`src/rtl/mbx_pkg.sv`:
```
// Shared constants, configuration type and status packing for the mailbox buffer.
// Assumes a 32-bit status word with a 16-bit level field.
package mbx_pkg;

    localparam int STAT_ACTIVE_BIT = 0;
    localparam int STAT_HOST_BIT   = 1;
    localparam int STAT_INPUT_BIT  = 2;
    localparam int STAT_ERR_BIT    = 3;
    localparam int STAT_LEVEL_LSB  = 16;
    localparam int STAT_LEVEL_W    = 16;
    localparam int CTRL_FLUSH_BIT  = 15;
    localparam int WORD_W          = 32;
    localparam int BYTE_W          = 8;

    typedef struct packed {
        logic active;
        logic host_mgd;
        logic is_input;
    } mbx_cfg_t;

    // Assemble the status word from configuration, error flag and level.
    function automatic logic [WORD_W-1:0] pack_status(input mbx_cfg_t cfg,
                                                      input logic err,
                                                      input logic [STAT_LEVEL_W-1:0] lvl);
        logic [WORD_W-1:0] w;
        w = '0;
        w[STAT_ACTIVE_BIT] = cfg.active;
        w[STAT_HOST_BIT]   = cfg.host_mgd;
        w[STAT_INPUT_BIT]  = cfg.is_input;
        w[STAT_ERR_BIT]    = err;
        w[STAT_LEVEL_LSB +: STAT_LEVEL_W] = lvl;
        return w;
    endfunction

endpackage

```
`src/rtl/mbx_store.sv`:
```
// Byte storage with read/write pointers and an occupancy count.
// Writes while full and reads while empty are dropped, and a flush wins over both.
// Read data is registered: rd_data/rd_done are valid the cycle after an accepted read.
module mbx_store #(
    parameter int AW = 4
) (
    input  logic          clk,
    input  logic          rst_n,
    input  logic          flush,
    input  logic          wr_en,
    input  logic [7:0]    wr_data,
    input  logic          rd_en,
    output logic [7:0]    rd_data,
    output logic          rd_done,
    output logic [AW:0]   count,
    output logic          full,
    output logic          empty
);
    localparam int DEPTH = 1 << AW;
    localparam logic [AW:0] DEPTH_CNT = (AW+1)'(DEPTH);

    logic [7:0]    mem [DEPTH];
    logic [AW-1:0] wr_ptr;
    logic [AW-1:0] rd_ptr;
    logic [AW:0]   count_q;
    logic          wr_ok;
    logic          rd_ok;

    assign full  = (count_q == DEPTH_CNT);
    assign empty = (count_q == '0);
    assign count = count_q;
    assign wr_ok = wr_en && !full && !flush;
    assign rd_ok = rd_en && !empty && !flush;

    // Store an accepted byte at the write pointer.
    always_ff @(posedge clk) begin
        if (wr_ok) begin
            mem[wr_ptr] <= wr_data;
        end
    end

    // Advance the pointers and occupancy, or return them to empty on flush.
    always_ff @(posedge clk) begin
        if (!rst_n || flush) begin
            wr_ptr  <= '0;
            rd_ptr  <= '0;
            count_q <= '0;
        end else begin
            if (wr_ok) begin
                wr_ptr <= wr_ptr + 1'b1;
            end
            if (rd_ok) begin
                rd_ptr <= rd_ptr + 1'b1;
            end
            if (wr_ok && !rd_ok) begin
                count_q <= count_q + 1'b1;
            end else if (rd_ok && !wr_ok) begin
                count_q <= count_q - 1'b1;
            end
        end
    end

    // Register the head byte and its valid flag for an accepted read.
    always_ff @(posedge clk) begin
        if (!rst_n) begin
            rd_data <= '0;
            rd_done <= 1'b0;
        end else begin
            rd_done <= rd_ok;
            if (rd_ok) begin
                rd_data <= mem[rd_ptr];
            end
        end
    end

endmodule

```
`src/rtl/mbx_txn.sv`:
```
// Tracks one host transaction: open flag, direction, the allowance frozen at
// start and the bytes still allowed. Assumes the caller passes the free space
// or the fill level in 'avail' according to the requested direction.
module mbx_txn #(
    parameter int LW = 5
) (
    input  logic          clk,
    input  logic          rst_n,
    input  logic          start,
    input  logic          push_dir,
    input  logic          allowed,
    input  logic [LW-1:0] avail,
    input  logic          take,
    input  logic          stop,
    input  logic          flush,
    output logic          open,
    output logic          is_push,
    output logic [LW-1:0] budget,
    output logic [LW-1:0] left
);
    logic [LW-1:0] grant;

    // The allowance is zero when the access is refused or a flush lands at the start.
    assign grant = (allowed && !flush) ? avail : '0;

    // Open, close and count down the host transaction.
    always_ff @(posedge clk) begin
        if (!rst_n) begin
            open    <= 1'b0;
            is_push <= 1'b0;
            budget  <= '0;
            left    <= '0;
        end else if (start) begin
            open    <= 1'b1;
            is_push <= push_dir;
            budget  <= grant;
            left    <= grant;
        end else if (stop) begin
            open <= 1'b0;
            left <= '0;
        end else if (flush) begin
            left <= '0;
        end else if (take && (left != '0)) begin
            left <= left - 1'b1;
        end
    end

endmodule

```
`src/rtl/mbx_flag.sv`:
```
// Sticky error flag: set by an event, cleared by a control write; clear wins.
module mbx_flag (
    input  logic clk,
    input  logic rst_n,
    input  logic set,
    input  logic clr,
    output logic flag
);
    // Hold the flag until an explicit clear.
    always_ff @(posedge clk) begin
        if (!rst_n || clr) begin
            flag <= 1'b0;
        end else if (set) begin
            flag <= 1'b1;
        end
    end

endmodule

```
`src/rtl/mbx_buffer.sv`:
```
// Directional mailbox buffer. It routes host and internal ports onto one FIFO
// according to the static role settings, applies the per-transaction allowance,
// and builds the status word. Assumes the cfg_* inputs change only in reset.
module mbx_buffer
    import mbx_pkg::*;
#(
    parameter int DEPTH_LOG2 = 4
) (
    input  logic        clk,
    input  logic        rst_n,
    input  logic        cfg_active,
    input  logic        cfg_host_mgd,
    input  logic        cfg_input,
    input  logic        txn_start,
    input  logic        txn_push,
    input  logic        txn_stop,
    output logic        txn_open,
    output logic [15:0] txn_budget,
    input  logic        host_wr_en,
    input  logic [7:0]  host_wr_data,
    input  logic        host_rd_en,
    output logic [7:0]  host_rd_data,
    output logic        host_rd_valid,
    input  logic        int_wr_en,
    input  logic [7:0]  int_wr_data,
    input  logic        int_rd_en,
    output logic [7:0]  int_rd_data,
    output logic        int_rd_valid,
    input  logic        ctl_wr,
    input  logic [31:0] ctl_data,
    output logic [31:0] status
);
    localparam int LVL_W = DEPTH_LOG2 + 1;
    localparam logic [LVL_W-1:0] DEPTH_CNT = LVL_W'(1) << DEPTH_LOG2;

    mbx_cfg_t          cfg;
    logic              wr_from_host;
    logic              rd_to_host;
    logic              flush;
    logic              ctl_hit;
    logic [LVL_W-1:0]  count;
    logic [LVL_W-1:0]  free_sp;
    logic              full;
    logic              empty;
    logic              st_wr_en;
    logic [7:0]        st_wr_data;
    logic              st_rd_en;
    logic [7:0]        st_rd_data;
    logic              st_rd_done;
    logic              t_open;
    logic              t_push;
    logic [LVL_W-1:0]  t_budget;
    logic [LVL_W-1:0]  t_left;
    logic              t_allowed;
    logic [LVL_W-1:0]  t_avail;
    logic              host_take_wr;
    logic              host_take_rd;
    logic              err_set;
    logic              err_q;
    logic [LVL_W-1:0]  level;
    logic [15:0]       txn_left;

    // Collect the static settings and decide which end the host owns.
    always_comb begin
        cfg.active   = cfg_active;
        cfg.host_mgd = cfg_host_mgd;
        cfg.is_input = cfg_input;
        wr_from_host = cfg_host_mgd && cfg_input;
        rd_to_host   = cfg_host_mgd && !cfg_input;
    end

    // Control decode: any write to an active slot hits, bit 15 also flushes.
    always_comb begin
        ctl_hit = ctl_wr && cfg_active;
        flush   = ctl_hit && ctl_data[CTRL_FLUSH_BIT];
    end

    // Transaction admission and the level it would freeze.
    always_comb begin
        free_sp   = DEPTH_CNT - count;
        t_allowed = cfg_active && (txn_push ? wr_from_host : rd_to_host);
        t_avail   = txn_push ? free_sp : count;
    end

    // Host byte acceptance within the open transaction's allowance.
    always_comb begin
        host_take_wr = cfg_active && wr_from_host && t_open && t_push &&
                       (t_left != '0) && host_wr_en;
        host_take_rd = cfg_active && rd_to_host && t_open && !t_push &&
                       (t_left != '0) && host_rd_en;
    end

    // Select the storage write and read sources from the role.
    always_comb begin
        if (wr_from_host) begin
            st_wr_en   = host_take_wr;
            st_wr_data = host_wr_data;
        end else begin
            st_wr_en   = cfg_active && int_wr_en;
            st_wr_data = int_wr_data;
        end
        st_rd_en = rd_to_host ? host_take_rd : (cfg_active && int_rd_en);
    end

    // Peripheral-owned slots flag writes into a full or reads from an empty buffer.
    always_comb begin
        err_set = cfg_active && !cfg_host_mgd &&
                  ((int_wr_en && full) || (int_rd_en && empty));
    end

    mbx_store #(
        .AW(DEPTH_LOG2)
    ) u_store (
        .clk     (clk),
        .rst_n   (rst_n),
        .flush   (flush),
        .wr_en   (st_wr_en),
        .wr_data (st_wr_data),
        .rd_en   (st_rd_en),
        .rd_data (st_rd_data),
        .rd_done (st_rd_done),
        .count   (count),
        .full    (full),
        .empty   (empty)
    );

    mbx_txn #(
        .LW(LVL_W)
    ) u_txn (
        .clk      (clk),
        .rst_n    (rst_n),
        .start    (txn_start),
        .push_dir (txn_push),
        .allowed  (t_allowed),
        .avail    (t_avail),
        .take     (host_take_wr || host_take_rd),
        .stop     (txn_stop),
        .flush    (flush),
        .open     (t_open),
        .is_push  (t_push),
        .budget   (t_budget),
        .left     (t_left)
    );

    mbx_flag u_err (
        .clk   (clk),
        .rst_n (rst_n),
        .set   (err_set),
        .clr   (ctl_hit),
        .flag  (err_q)
    );

    // Drive the outputs: read data fan-out, transaction state and status word.
    always_comb begin
        level         = cfg_input ? free_sp : count;
        host_rd_data  = st_rd_data;
        int_rd_data   = st_rd_data;
        host_rd_valid = st_rd_done && rd_to_host;
        int_rd_valid  = st_rd_done && !rd_to_host;
        txn_open      = t_open;
        txn_budget    = 16'(t_budget);
        txn_left      = 16'(t_left);
        status        = pack_status(cfg, err_q, 16'(level));
    end

endmodule

```
`config.mk`:
```
export PLATFORM = sky130hd
export DESIGN_NAME = mbx_buffer
export DESIGN_NICKNAME = d
export VERILOG_FILES = /design/src/rtl/mbx_pkg.sv /design/src/rtl/mbx_store.sv /design/src/rtl/mbx_txn.sv /design/src/rtl/mbx_flag.sv /design/src/rtl/mbx_buffer.sv
export SDC_FILE = /design/constraint.sdc
export NUM_CORES = 1
export LEC_CHECK = 0
export ABC_AREA = 0
export BUFFER_PORTS_ARGS = -buffer_cell sky130_fd_sc_hd__buf_4
export CORE_MARGIN = 1
export CORE_UTILIZATION = 51
export CTS_BUF_LIST = sky130_fd_sc_hd__clkbuf_16
export CTS_CLUSTER_SIZE = 24
export DETAILED_ROUTE_END_ITERATION = 10
export PLACE_DENSITY = 0.75
export SLEW_MARGIN = 20
export SYNTH_ARGS = -nofsm -noshare
export SYNTH_HDL_FRONTEND = slang
export SYNTH_HIERARCHICAL = 1
export SYNTH_SLANG_ARGS = --single-unit
```
`constraint.sdc`:
```
create_clock -name clk -period 3.1 [get_ports clk]
set_input_delay 0.62 -clock clk [delete_from_list [all_inputs] [get_ports clk]]
set_output_delay 0.62 -clock clk [all_outputs]
set_load 0.02 [all_outputs]
```
==> results by group, run 1 <==
Global route
  – Total track usage: 21.6%
  – Met2 usage: 36.0%
  – Vias in the first global route: 4,447
  – Grt ovf: 0
  – Met1 usage: 27.5%
  – GR Util met3: 4.98%
  – Antenna violations before repair: 0
  – GRT busiest layer: met2
  – Largest net degree at the start of global routing: 26
  – First-pass GRT wire length: 23,500 um

Logic synthesis
  – Syn_area_per_cell: 13.8 um^2
  – Most used DFF post-synth: edfxtp_1
  – Synth Instances: 541
  – Async set-reset flop share out of synthesis: 0%
  – Cell Area, Synth: 7470 um^2
  – Yosys cell types: 63
  – Sequential area share after synthesis: 60.8%
  – Number of synthesis warnings: 6
  – Number of synthesized flops with an enable pin: 128
  – #FFs+latches synth: 163

Timing
  – RSZ-0062 raised after global routing: no
  – Worst-Margin Slew: 0.843 ns
  – Final Max Tran Viols: 0
  – Setup TNS: 0 ns
  – Final min period: 2.97 ns
  – Final setup fails: 0
  – Clk_skew: 0.00682 ns
  – Fin crit share: 95.7%
  – Fmax: 0.337 GHz
  – Endpoints failing hold: 0
  – Relative slew slack: 43.7%
  – Slack of the critical path: 0.134 ns

Pwr
  – Sw frac: 25.2%
  – Peak VDD IR: 0.362 mV
  – Tot Pwr: 0.00522 W
  – LEAKAGE: 3.08 nW
  – Internal power: 0.00390 W
  – PD cells: 606 nW/um^2
  – Sequential fraction of design power: 47.5%
  – Combinational power share: 14.2%
  – Clock network fraction of total power: 38.3%
  – Net Switching: 0.00132 W

Worst setup path
  – CP max FO: 5
  – Worst path slowest cell: or4_4
  – Cells along the critical path: or4_4, nor2_4, o41ai_2, nand2b_1, a21oi_4, inv_1, ha_1, inv_2, fa_2, a21o_1, a21oi_2, mux2i_1, mux2i_1
  – Reg2reg setup slack: 0.13 ns
  – Peak per-stage delay on the critical path: 0.55 ns
  – Worst path depth: 13
  – Buf/Inv on CP: 2
  – Worst EP required: 3.45 ns
  – CP Data Arrival Time: 3.32 ns
  – Startpoint Class: flop
  – Reg2Reg Launch Point: u_txn/left[0]
  – CP startpoint: u_txn/left[0]
  – R2R cell count: 13
  – CP Capture Type: flop
  – Worst R2R End: u_store/count[4]
  – Worst Setup EP: u_store/count[4]
  – CP Class: reg -> reg
  – Crit-path most repeated cell: mux2i_1
  – Top delay family on crit path: simple AND/OR/NAND/NOR gates

Job
  – Max Cap Violations: 0

CTS
  – CTS Buffer Depth: 2
  – Clk_lat worst skew: 0.43 ns
  – CTS Sinks: 163
  – H-tree depth: 4
  – Postcts setup bufs: 0
  – Root buffer cell: clkbuf_16
  – Clk pin slew, worst setup/hold paths: 0.06 ns
  – CTS tree: yes
  – CTS Buf Count: 17

Run status
  – Run status: finished clean

Layout
  – Layout cell share with drive strength beyond 1: 26.0%
  – Final net count: 687
  – Syn-to-layout area delta: 15.4%
  – Final std cells w/o fill: 807
  – Diodes inserted: 0
  – Final instance area: 8620 um^2

Route
  – Final antenna-violating net count: 0
  – Vias per std cell: 5.59
  – DRC: 0
  – Initial DRC Count: 323
  – WL per Instance: 18.7 um
  – First-pass DRT Iterations: 5
  – Detailed Route WL: 15,100 um
  – Routed via count: 4,512

Floorplanning
  – DIE HEIGHT: 123 um
  – Starting Density: 53.0%
  – Core Region: 14,100 um^2
  – # IOs: 128
  – Die area: 15,100 um^2
  – Chip Width: 123 um
  – Num rows: 43

Min path
  – Worst hold stages: 2
  – Hold WC Path Type: reg -> reg

Placed design
  – Placed Area: 8050 um^2
  – Routability cong.: 0.880
  – IO buf count: 62
  – HPWL Detailed: 10,500 um
  – Placed cells: 775
  – DP Worst Slack: -0.0152 ns
==> power groups by stage <==
| stage | combinational, W | sequential (W) | clock, W |
|---|---|---|---|
| finish | 0.000739 | 0.00248 | 0.00200 |
| global route | 0.000805 | 0.00249 | 0.00213 |
| CTS | 0.000736 | 0.00248 | 0.00203 |
| detailed placement | 0.000734 | 0.00253 | 0 |
| global placement | 0.000711 | 0.00253 | 0 |
| floorplan | 0.000546 | 0.00253 | 0 |
==> cells in the mapped netlist, drive strengths merged, types with 2 or more instances <==
library cell	n	area share [%]
xor2	4	0.47
xnor2	12	1.4
or4	2	0.30
nand2b	10	0.84
nor3	8	0.54
mux4	16	5.1
o21ai	13	0.92
ha	11	1.8
nand2	27	1.4
nand3b	3	0.30
nor4	2	0.37
a211oi	5	0.57
mux2i	38	5.1
a31oi	9	0.75
o2111ai	2	0.47
and3b	2	0.23
clkbuf	9	0.59
buf	62	6.1
or3	3	0.27
mux2	9	1.4
nor3b	3	0.37
nor2b	3	0.25
nand3	12	0.80
o22ai	15	1.3
o41ai	3	0.55
or3b	2	0.23
nor2	37	2.0
a311oi	7	0.82
and2	3	0.25
inv	16	0.80
a21o	2	0.22
a21oi	13	0.92
edfxtp	128	51
and3	3	0.25
a22oi	2	0.20
dfxtp	35	9.4
==> layer usage <==
layer	wire length [um]	up-vias
met1	6390	2245
met5	0	-
met2	7600	155
met4	245	0
met3	862	17
li1	-	2095
==> worst reg2reg max path: stages (launching register included) <==
cell and delay, ns:
dfxtp_1 0.34, or4_4 0.55, nor2_4 0.19, o41ai_2 0.11
nand2b_1 0.17, a21oi_4 0.05, inv_1 0.08, ha_1 0.18
inv_2 0.08, fa_2 0.35, a21o_1 0.20, a21oi_2 0.16
mux2i_1 0.26, mux2i_1 0.19
==> flip-flops by register name, summed over array words and instances (netlist names) <==
signal,flops
u_txn/open,1
u_store/wr_ptr,4
u_err/flag,1
u_txn/left,5
u_store/count,5
u_store/rd_data,8
u_store/rd_done,1
u_txn/budget,5
u_store/mem,128
u_store/rd_ptr,4
u_txn/is_push,1
==> through the flow <==
stage	util [%]	hold WS, ns
after floorplan	-	0.483
after global placement	57.1	0.461
after detailed placement	57.1	0.463
after CTS	61.1	0.474
after global routing	61.2	0.490
final	61.2	0.477
==> final cells by class <==
cell class / count / area (um^2)
well taps: 180 / 225
repair buffers: 92 / 703
flip-flops and latches: 163 / 4550
clock buffers: 17 / 425
clock inverters: 15 / 141
multi-input cells: 324 / 2520
inverters: 16 / 60.1
fillers: 1076 / 5470
==> worst min-delay path by stage <==
| stage | from | endpoint |
|---|---|---|
| 2_1_floorplan | u_txn/left[4] | u_txn/left[4] |
| 5_1_grt | ctl_wr | u_err/flag |
| 3_5_place_dp | u_txn/budget[0] | u_txn/budget[0] |
| 3_3_place_gp | u_txn/budget[0] | u_txn/budget[0] |
| 4_1_cts | u_txn/budget[0] | u_txn/budget[0] |
| 6_report | u_txn/budget[4] | u_txn/budget[4] |
==> cells in the final DEF (no fill, tap or decap), types with 5 or more instances in the layout <==
cell type,instances
a31oi_1,9
clkbuf_16,17
clkinv_2,5
inv_1,17
dfxtp_1,33
ha_1,11
nand2_1,26
mux2i_1,38
mux4_2,11
nor2_1,36
o22ai_1,15
edfxtp_1,128
xnor2_1,12
mux4_1,5
nor3_1,8
nand3_1,12
o21ai_0,12
buf_4,91
a311oi_1,7
mux2_2,9
conb_1,34
nand2b_1,10
a21oi_1,11
==> cells by family after synthesis <==
family,Yosys count,synth area share [%]
simple gates,122,8.67
flops,163,60.8
mux,63,11.5
other cells,1,0.0502
compound gates,77,7.50
fa+ha+maj,12,2.11
xor+xnor,16,1.88
buf+inv,87,7.45
==> timing repair <==
item,in CTS,in global routing
setup endpoints to repair,0,1
hold buffers,0,0
gates resized for setup,0,3
(Power assumes the default switching activity.)
==> run 2: changes to the inputs <==
--- a/config.mk
+++ b/config.mk
@@ -12,6 +12,7 @@
 export CTS_BUF_LIST = sky130_fd_sc_hd__clkbuf_16
 export CTS_CLUSTER_SIZE = 24
 export DETAILED_ROUTE_END_ITERATION = 10
+export GPL_TIMING_DRIVEN = 0
 export PLACE_DENSITY = 0.75
 export SLEW_MARGIN = 20
 export SYNTH_ARGS = -nofsm -noshare
==> constraint.sdc (replaced) <==
create_clock -name clk -period 2.7 [get_ports clk]
set_input_delay 0.54 -clock clk [delete_from_list [all_inputs] [get_ports clk]]
set_output_delay 0.54 -clock clk [all_outputs]
set_load 0.02 [all_outputs]
==> results by group, run 2 (same netlist as run 1, synthesis figures left out) <==
CTS
  – CTS Buf Count: 17 (unchanged)
  – CTS tree: yes
  – Root buffer cell: clkbuf_16
  – CTS Hold Bufs: 0 (unchanged)
  – Clk_lat worst skew: 0.42 ns (about the same)
  – CTS Buffer Depth: 2 (unchanged)
  – Clk pin slew, worst setup/hold paths: 0.06 ns (about the same)
  – CTS Sinks: 163 (unchanged)
  – H-tree depth: 4 (unchanged)

Layout
  – Core Util, Final: 64.3% (+3.1 points)
  – Final std cells w/o fill: 852 (+5.6%)
  – Commonest non-fill, non-tap cell in the layout: edfxtp_1
  – Flip-flop count of the largest register after layout: 128 (unchanged)
  – Most frequent cells in the layout: edfxtp_1, buf_4, mux2i_1
  – Final net count: 736 (+7.1%)
  – Biggest register: u_store/mem
  – Final instance area: 9060 um^2 (+5.1%)
  – Diodes inserted: 0 (unchanged)
  – Biggest regs: u_store/mem (128), u_store/rd_data (8)
  – Layout cell share with drive strength beyond 1: 32.3% (+6.3 points)
  – Syn-to-layout area delta: 21.2%

Timing
  – Final Max Tran Viols: 0 (unchanged)
  – Clk_skew: 0.0108 ns (+0.00398 ns)
  – Slack of the critical path: -0.148 ns (-0.282 ns)
  – Fmax: 0.351 GHz (+4.1%)
  – RSZ-0062 raised after global routing: yes
  – Worst-Margin Slew: 0.795 ns (-0.0474 ns)
  – Final min period: 2.85 ns (-0.118 ns)
  – Endpoints failing hold: 0 (unchanged)
  – Final setup fails: 1 (+1)
  – Fin crit share: 105% (+9.8 points)
  – Setup TNS: -0.148 ns (-0.148 ns)
  – Relative slew slack: 46.8% (+3.1 points)

Floorplanning
  – Chip Width: 123 um (unchanged)
  – Core Region: 14,100 um^2 (unchanged)
  – Starting Density: 53.0% (unchanged)
  – Die area: 15,100 um^2 (unchanged)
  – # IOs: 128 (unchanged)
  – Num rows: 43 (unchanged)
  – DIE HEIGHT: 123 um (unchanged)

Placed design
  – HPWL Detailed: 11,300 um (+7.5%)
  – Routability cong.: 0.852 (-3.1%)
  – Placed Area: 8390 um^2 (+4.2%)
  – Placed cells: 815 (+5.2%)
  – DP Worst Slack: -0.609 ns (-0.594 ns)
  – IO buf count: 61 (-1.6%)

Route
  – First-pass DRT Iterations: 7 (+2)
  – Routed via count: 4,789 (+6.1%)
  – Initial DRC Count: 403 (+25%)
  – DRC: 0 (unchanged)
  – Final antenna-violating net count: 0 (unchanged)
  – Vias per std cell: 5.62 (+0.53%)
  – Detailed Route WL: 16,000 um (+6.0%)
  – WL per Instance: 18.8 um (+0.45%)

Worst setup path
  – Worst EP required: 3.05 ns (-0.40 ns)
  – CP Data Arrival Time: 3.19 ns (-0.13 ns)
  – CP max FO: 4 (-1)
  – Startpoint Class: flop
  – CP Capture Type: flop
  – CP Class: reg -> reg

Min path
  – Hold WC Path Type: in -> reg

Global route
  – Vias in the first global route: 4,503 (+1.3%)
  – Largest net degree at the start of global routing: 18 (-31%)
  – Antenna violations before repair: 0 (unchanged)
  – Total track usage: 22.5% (+0.87 points)
  – Grt ovf: 0 (unchanged)
  – First-pass GRT wire length: 24,500 um (+4.3%)

Run status
  – Violated checks: setup timing
  – Run status: complete, but fails checks

Pwr
  – Peak VDD IR: 0.695 mV (+92%)
  – PD cells: 659 nW/um^2 (+8.7%)
  – LEAKAGE: 3.33 nW (+8.1%)

Job
  – Max Cap Violations: 0 (unchanged)
==> run 2: cell count changes in the layout (fill, tap and decap cells not counted), moves of 3 or more <==
cell,delta
clkinv_2,-5
buf_4,+29
nor2_4,+3
nor3_4,+3
buf_2,+7
clkbuf_1,+8
nor2_2,+6
nor2_1,-9
nor3_1,-4
==> run 2: where the power goes <==
group | switching [W] | internal (W) | leakage [nW]
combinational | 0.000539 | 0.000442 | 1.63
sequential | 0.0000739 | 0.00277 | 1.44
clock | 0.000901 | 0.00124 | 0.255
==> run 2: worst max-delay path, stage by stage (launching register included) <==
cell and delay (ns):
dfxtp_4 0.34, or4_4 0.55, nor2_4 0.19, o41ai_4 0.09
nand2b_1 0.15, a21oi_4 0.06, inv_2 0.09, ha_4 0.14
inv_4 0.05, fa_2 0.34, a21o_1 0.19, a21oi_2 0.14
mux2i_1 0.25, mux2i_1 0.20
==> run 2: final cells by class <==
class / count / area, um^2
well taps: 180 / 225
repair buffers: 71 / 546
flip-flops and latches: 163 / 4550
fillers: 1021 / 5040
inverters: 16 / 62.6
multi-input cells: 324 / 2660
plain buffers: 70 / 495
clock inverters: 11 / 92.6
clock buffers: 17 / 425
==> run 2: final timing paths <==
path                   start               end  slack [ns]  depth (start not counted)
max            u_txn/left[3]  u_store/count[4]       -0.15                         13
min                   ctl_wr        u_err/flag        0.42                          3
max reg2reg    u_txn/left[3]  u_store/count[4]       -0.15                         13
min reg2reg  u_txn/budget[4]   u_txn/budget[4]        0.48                          2
==> run 2: through the flow <==
step	power (W)	hold WS, ns
after floorplan	0.00356	0.484
after global placement	0.00382	0.462
after detailed placement	0.00385	0.461
after CTS	0.00598	0.411
after global routing	0.00620	0.421
final	0.00597	0.424
==> run 2: metal layers <==
| metal | global-route usage, % | share of wire (%) | vias up |
|---|---|---|---|
| met3 | 5.81 | 8.0 | 22 |
| met2 | 36.6 | 49 | 239 |
| met5 | 0 | 0 | - |
| met4 | 9.26 | 2.2 | 0 |
| li1 | - | - | 2193 |
| met1 | 28.8 | 41 | 2335 |
==> run 2: repair_timing <==
action                                 4_1_cts  5_1_grt
setup endpoints to repair                   98       87
resized for setup                            9       11
pin swaps                                    8        3
buffers inserted                             8        2
endpoints found under the hold margin        0        0
==> run 3: changes to the inputs <==
--- a/config.mk
+++ b/config.mk
@@ -8,14 +8,13 @@
 export ABC_AREA = 0
 export BUFFER_PORTS_ARGS = -buffer_cell sky130_fd_sc_hd__buf_4
 export CORE_MARGIN = 1
-export CORE_UTILIZATION = 51
+export CORE_UTILIZATION = 25
 export CTS_BUF_LIST = sky130_fd_sc_hd__clkbuf_16
 export CTS_CLUSTER_SIZE = 24
 export DETAILED_ROUTE_END_ITERATION = 10
 export GPL_TIMING_DRIVEN = 0
-export PLACE_DENSITY = 0.75
+export PLACE_DENSITY = 0.42
 export SLEW_MARGIN = 20
 export SYNTH_ARGS = -nofsm -noshare
 export SYNTH_HDL_FRONTEND = slang
-export SYNTH_HIERARCHICAL = 1
 export SYNTH_SLANG_ARGS = --single-unit
==> results by group, run 3 <==
Pwr
  – PD cells: 651 nW/um^2 (-1.2%)
  – LEAKAGE: 3.40 nW (+2.1%)
  – Peak VDD IR: 0.489 mV (-30%)
  – Tot Pwr: 0.00611 W (+2.4%)

Logic synthesis
  – Post-synth top area cell: edfxtp_1
  – Most frequent cell after synthesis: edfxtp_1
  – Number of synthesis warnings: 0 (-6)
  – #FFs+latches synth: 163 (unchanged)
  – Async set-reset flop share out of synthesis: 0% (unchanged)
  – Yosys cell types: 53 (-16%)
  – Dominant cells by area after synthesis: edfxtp_1, dfxtp_1, mux4_2
  – Cell Area, Synth: 7280 um^2 (-2.6%)
  – Synth Instances: 513 (-5.2%)
  – Sequential area share after synthesis: 62.4% (+1.6 points)
  – Most used DFF post-synth: edfxtp_1
  – Synth top cells by count: edfxtp_1, nor2_1, buf_4
  – Share of the synthesized area in the top cell type: 52.8% (+1.4 points)
  – Syn_area_per_cell: 14.2 um^2 (+2.7%)
  – Number of synthesized flops with an enable pin: 128 (unchanged)

Worst setup path
  – CP startpoint: u_txn.left[0]
  – Startpoint Class: flop
  – Reg2reg setup slack: -0.36 ns (-0.22 ns)
  – Worst Setup EP: u_store.count[4]
  – CP Class: reg -> reg
  – Worst EP required: 3.06 ns (about the same)
  – Worst R2R End: u_store.count[4]
  – R2R cell count: 13 (unchanged)
  – CP max FO: 4 (unchanged)
  – CP Data Arrival Time: 3.42 ns (+0.23 ns)
  – CP Capture Type: flop
  – Reg2Reg Launch Point: u_txn.left[0]

Layout
  – Diodes inserted: 0 (unchanged)
  – Flip-flop count of the largest register after layout: 128 (unchanged)
  – Layout cell share with drive strength beyond 1: 38.3% (+6.0 points)
  – Final net count: 724 (-1.6%)
  – Fillers: 2,838 (+180%)
  – Core Util, Final: 32.7% (-32 points)
  – Most frequent cells in the layout: buf_4, edfxtp_1, nor2_1
  – Biggest register: u_store.mem
  – Syn-to-layout area delta: 29.0%
  – Biggest regs: u_store.mem (128), u_store.rd_data (8)

Route
  – Routed via count: 4,516 (-5.7%)
  – Wire length on met3: 1030 um (-19%)
  – Initial DRC Count: 302 (-25%)
  – Final antenna-violating net count: 0 (unchanged)
  – Met2 Wirelength: 8700 um (+12%)
  – DRC: 0 (unchanged)
  – First-pass DRT Iterations: 6 (-1)
  – Met1 WL: 7820 um (+19%)
  – Uppermost layer routed: met5
  – WL per Instance: 17.1 um (-8.8%)
  – Detailed Route WL: 17,900 um (+12%)
  – Vias per std cell: 4.32 (-23%)

Floorplanning
  – DIE HEIGHT: 173 um (+40%)
  – # IOs: 128 (unchanged)
  – Die area: 29,800 um^2 (+97%)
  – Chip Width: 173 um (+40%)
  – Core Region: 28,700 um^2 (+100%)
  – Starting Density: 25.4% (-28 points)
  – Num rows: 62 (+44%)

Timing
  – Endpoints failing hold: 0 (unchanged)
  – Slack of the critical path: -0.364 ns (-0.216 ns)
  – Fmax: 0.326 GHz (-7.0%)
  – Final min period: 3.06 ns (+0.216 ns)
  – Final setup fails: 3 (+2)
  – Fin crit share: 113% (+8.0 points)
  – Clk_skew: 0.0107 ns (-0.000131 ns)
  – Worst-Margin Slew: 0.748 ns (-0.0468 ns)
  – Final Max Tran Viols: 0 (unchanged)
  – RSZ-0062 raised after global routing: yes
  – Relative slew slack: 50.1% (+3.3 points)

Placed design
  – IO buf count: 61 (unchanged)
  – HPWL Detailed: 12,400 um (+10%)
  – Routability cong.: 0.762 (-11%)

Run status
  – Violated checks: setup timing
  – Run status: complete, but fails checks

Global route
  – First-pass GRT wire length: 27,300 um (+11%)
  – Largest net degree at the start of global routing: 17 (-1)
  – Grt ovf: 0 (unchanged)
  – Vias in the first global route: 4,491 (-0.27%)
  – Antenna violations before repair: 1 (+1)
  – Total track usage: 12.3% (-10 points)

CTS
  – CTS Buffer Depth: 2 (unchanged)
  – Clk pin slew, worst setup/hold paths: 0.07 ns (about the same)
  – CTS Hold Bufs: 0 (unchanged)
  – CTS Buf Count: 17 (unchanged)
  – H-tree depth: 4 (unchanged)
  – CTS Sinks: 163 (unchanged)
  – Root buffer cell: clkbuf_16
  – CTS tree: yes
  – Clk_lat worst skew: 0.42 ns (about the same)

Min path
  – Worst hold stages: 2 (-1)
  – Hold WC Path Type: in -> reg

Job
  – Max Cap Violations: 0 (unchanged)
==> run 3: cell types whose count changed after synthesis, sizes merged, moves of 4 or more <==
cell    previous run  this run
nand2             27        14
nor2              37        52
mux2i             38        11
a31oi              9         1
o21ai             13        18
clkbuf             9        13
buf               62        58
a311oi             7         0
nand3             12        16
a22o               0        16
mux4              16        29
o22ai             15         1
==> run 3: layout make-up <==
class,instances,area [um^2],area share [%]
Multi-Input combinational cell,297,2610,27.8
Timing Repair Buffer,83,647,6.89
Sequential cell,163,4560,48.5
Clock inverter,15,146,1.56
Buffer,71,464,4.94
Inverter,15,61.3,0.653
Clock buffer,17,425,4.53
Tap cell,384,480,5.12
==> run 3: stage by stage <==
stage | TNS (ns) | setup slack, ns | instances | instance area, um^2 | hold slack, ns
after detailed placement | -53.19 | -0.805 | 995 | 8430 | 0.475
after global routing | -1.47 | -0.449 | 1045 | 9390 | 0.337
final | -0.782 | -0.364 | 1045 | 9390 | 0.346
after CTS | -0.832 | -0.391 | 1042 | 9290 | 0.320
after global placement | -68.46 | -0.993 | 991 | 8380 | 0.472
after floorplan | -0.288 | -0.288 | 546 | 7440 | 0.491
==> run 3: routing by layer <==
| layer | GRT usage (%) | vias to the layer above |
|---|---|---|
| met3 | 3.56 | 17 |
| met2 | 20.3 | 142 |
| met5 | 0 | - |
| met4 | 3.98 | 2 |
| met1 | 15.5 | 2246 |
| li1 | - | 2109 |
==> run 3: kinds of logic (layout without fill, tap and decap cells) <==
family,Yosys count,count (layout),synth area share [%]
other,1,34,0.0515
AO/OA/AOI/OAI,72,72,7.06
adder cells (fa/ha/maj),15,15,2.68
buffers and inverters,86,201,7.03
XOR/XNOR,13,13,1.56
flip-flops,163,163,62.4
AND/OR/NAND/NOR,115,115,7.46
multiplexers,48,48,11.7
==> run 3: report_power, final <==
group          switching [W]  internal [W]  total, W  leakage [nW]
sequential         0.0000544       0.00277   0.00282          1.44
clock                0.00107       0.00130   0.00236         0.279
combinational       0.000491      0.000431  0.000921          1.68
==> run 3: timing repair <==
| item | CTS | global route |
|---|---|---|
| cloned | 0 | 0 |
| setup buffers | 15 | 4 |
| endpoints found under the setup margin | 116 | 58 |
| gates resized for setup | 44 | 14 |
| pin swaps | 11 | 10 |
==> run 3: worst min path at each step <==
stage	endpoint	startpoint	slack [ns]
floorplan	u_txn.left[1]	u_txn.left[1]	0.49
global placement	u_store.rd_data[5]	u_store.rd_data[5]	0.47
detailed placement	u_store.rd_data[5]	u_store.rd_data[5]	0.47
CTS	u_err.flag	ctl_wr	0.32
global route	u_err.flag	ctl_wr	0.34
finish	u_err.flag	ctl_wr	0.35
==> run 3: critical path, cell delays in order (launching register included) <==
cell	delay [ns]
dfxtp_4	0.37
inv_4	0.04
ha_4	0.14
nor4b_4	0.13
or4_4	0.52
a211oi_4	0.34
ha_2	0.26
inv_4	0.05
fa_2	0.34
a21o_1	0.18
a21oi_2	0.13
xnor2_1	0.08
or3_1	0.31
a21oi_1	0.12
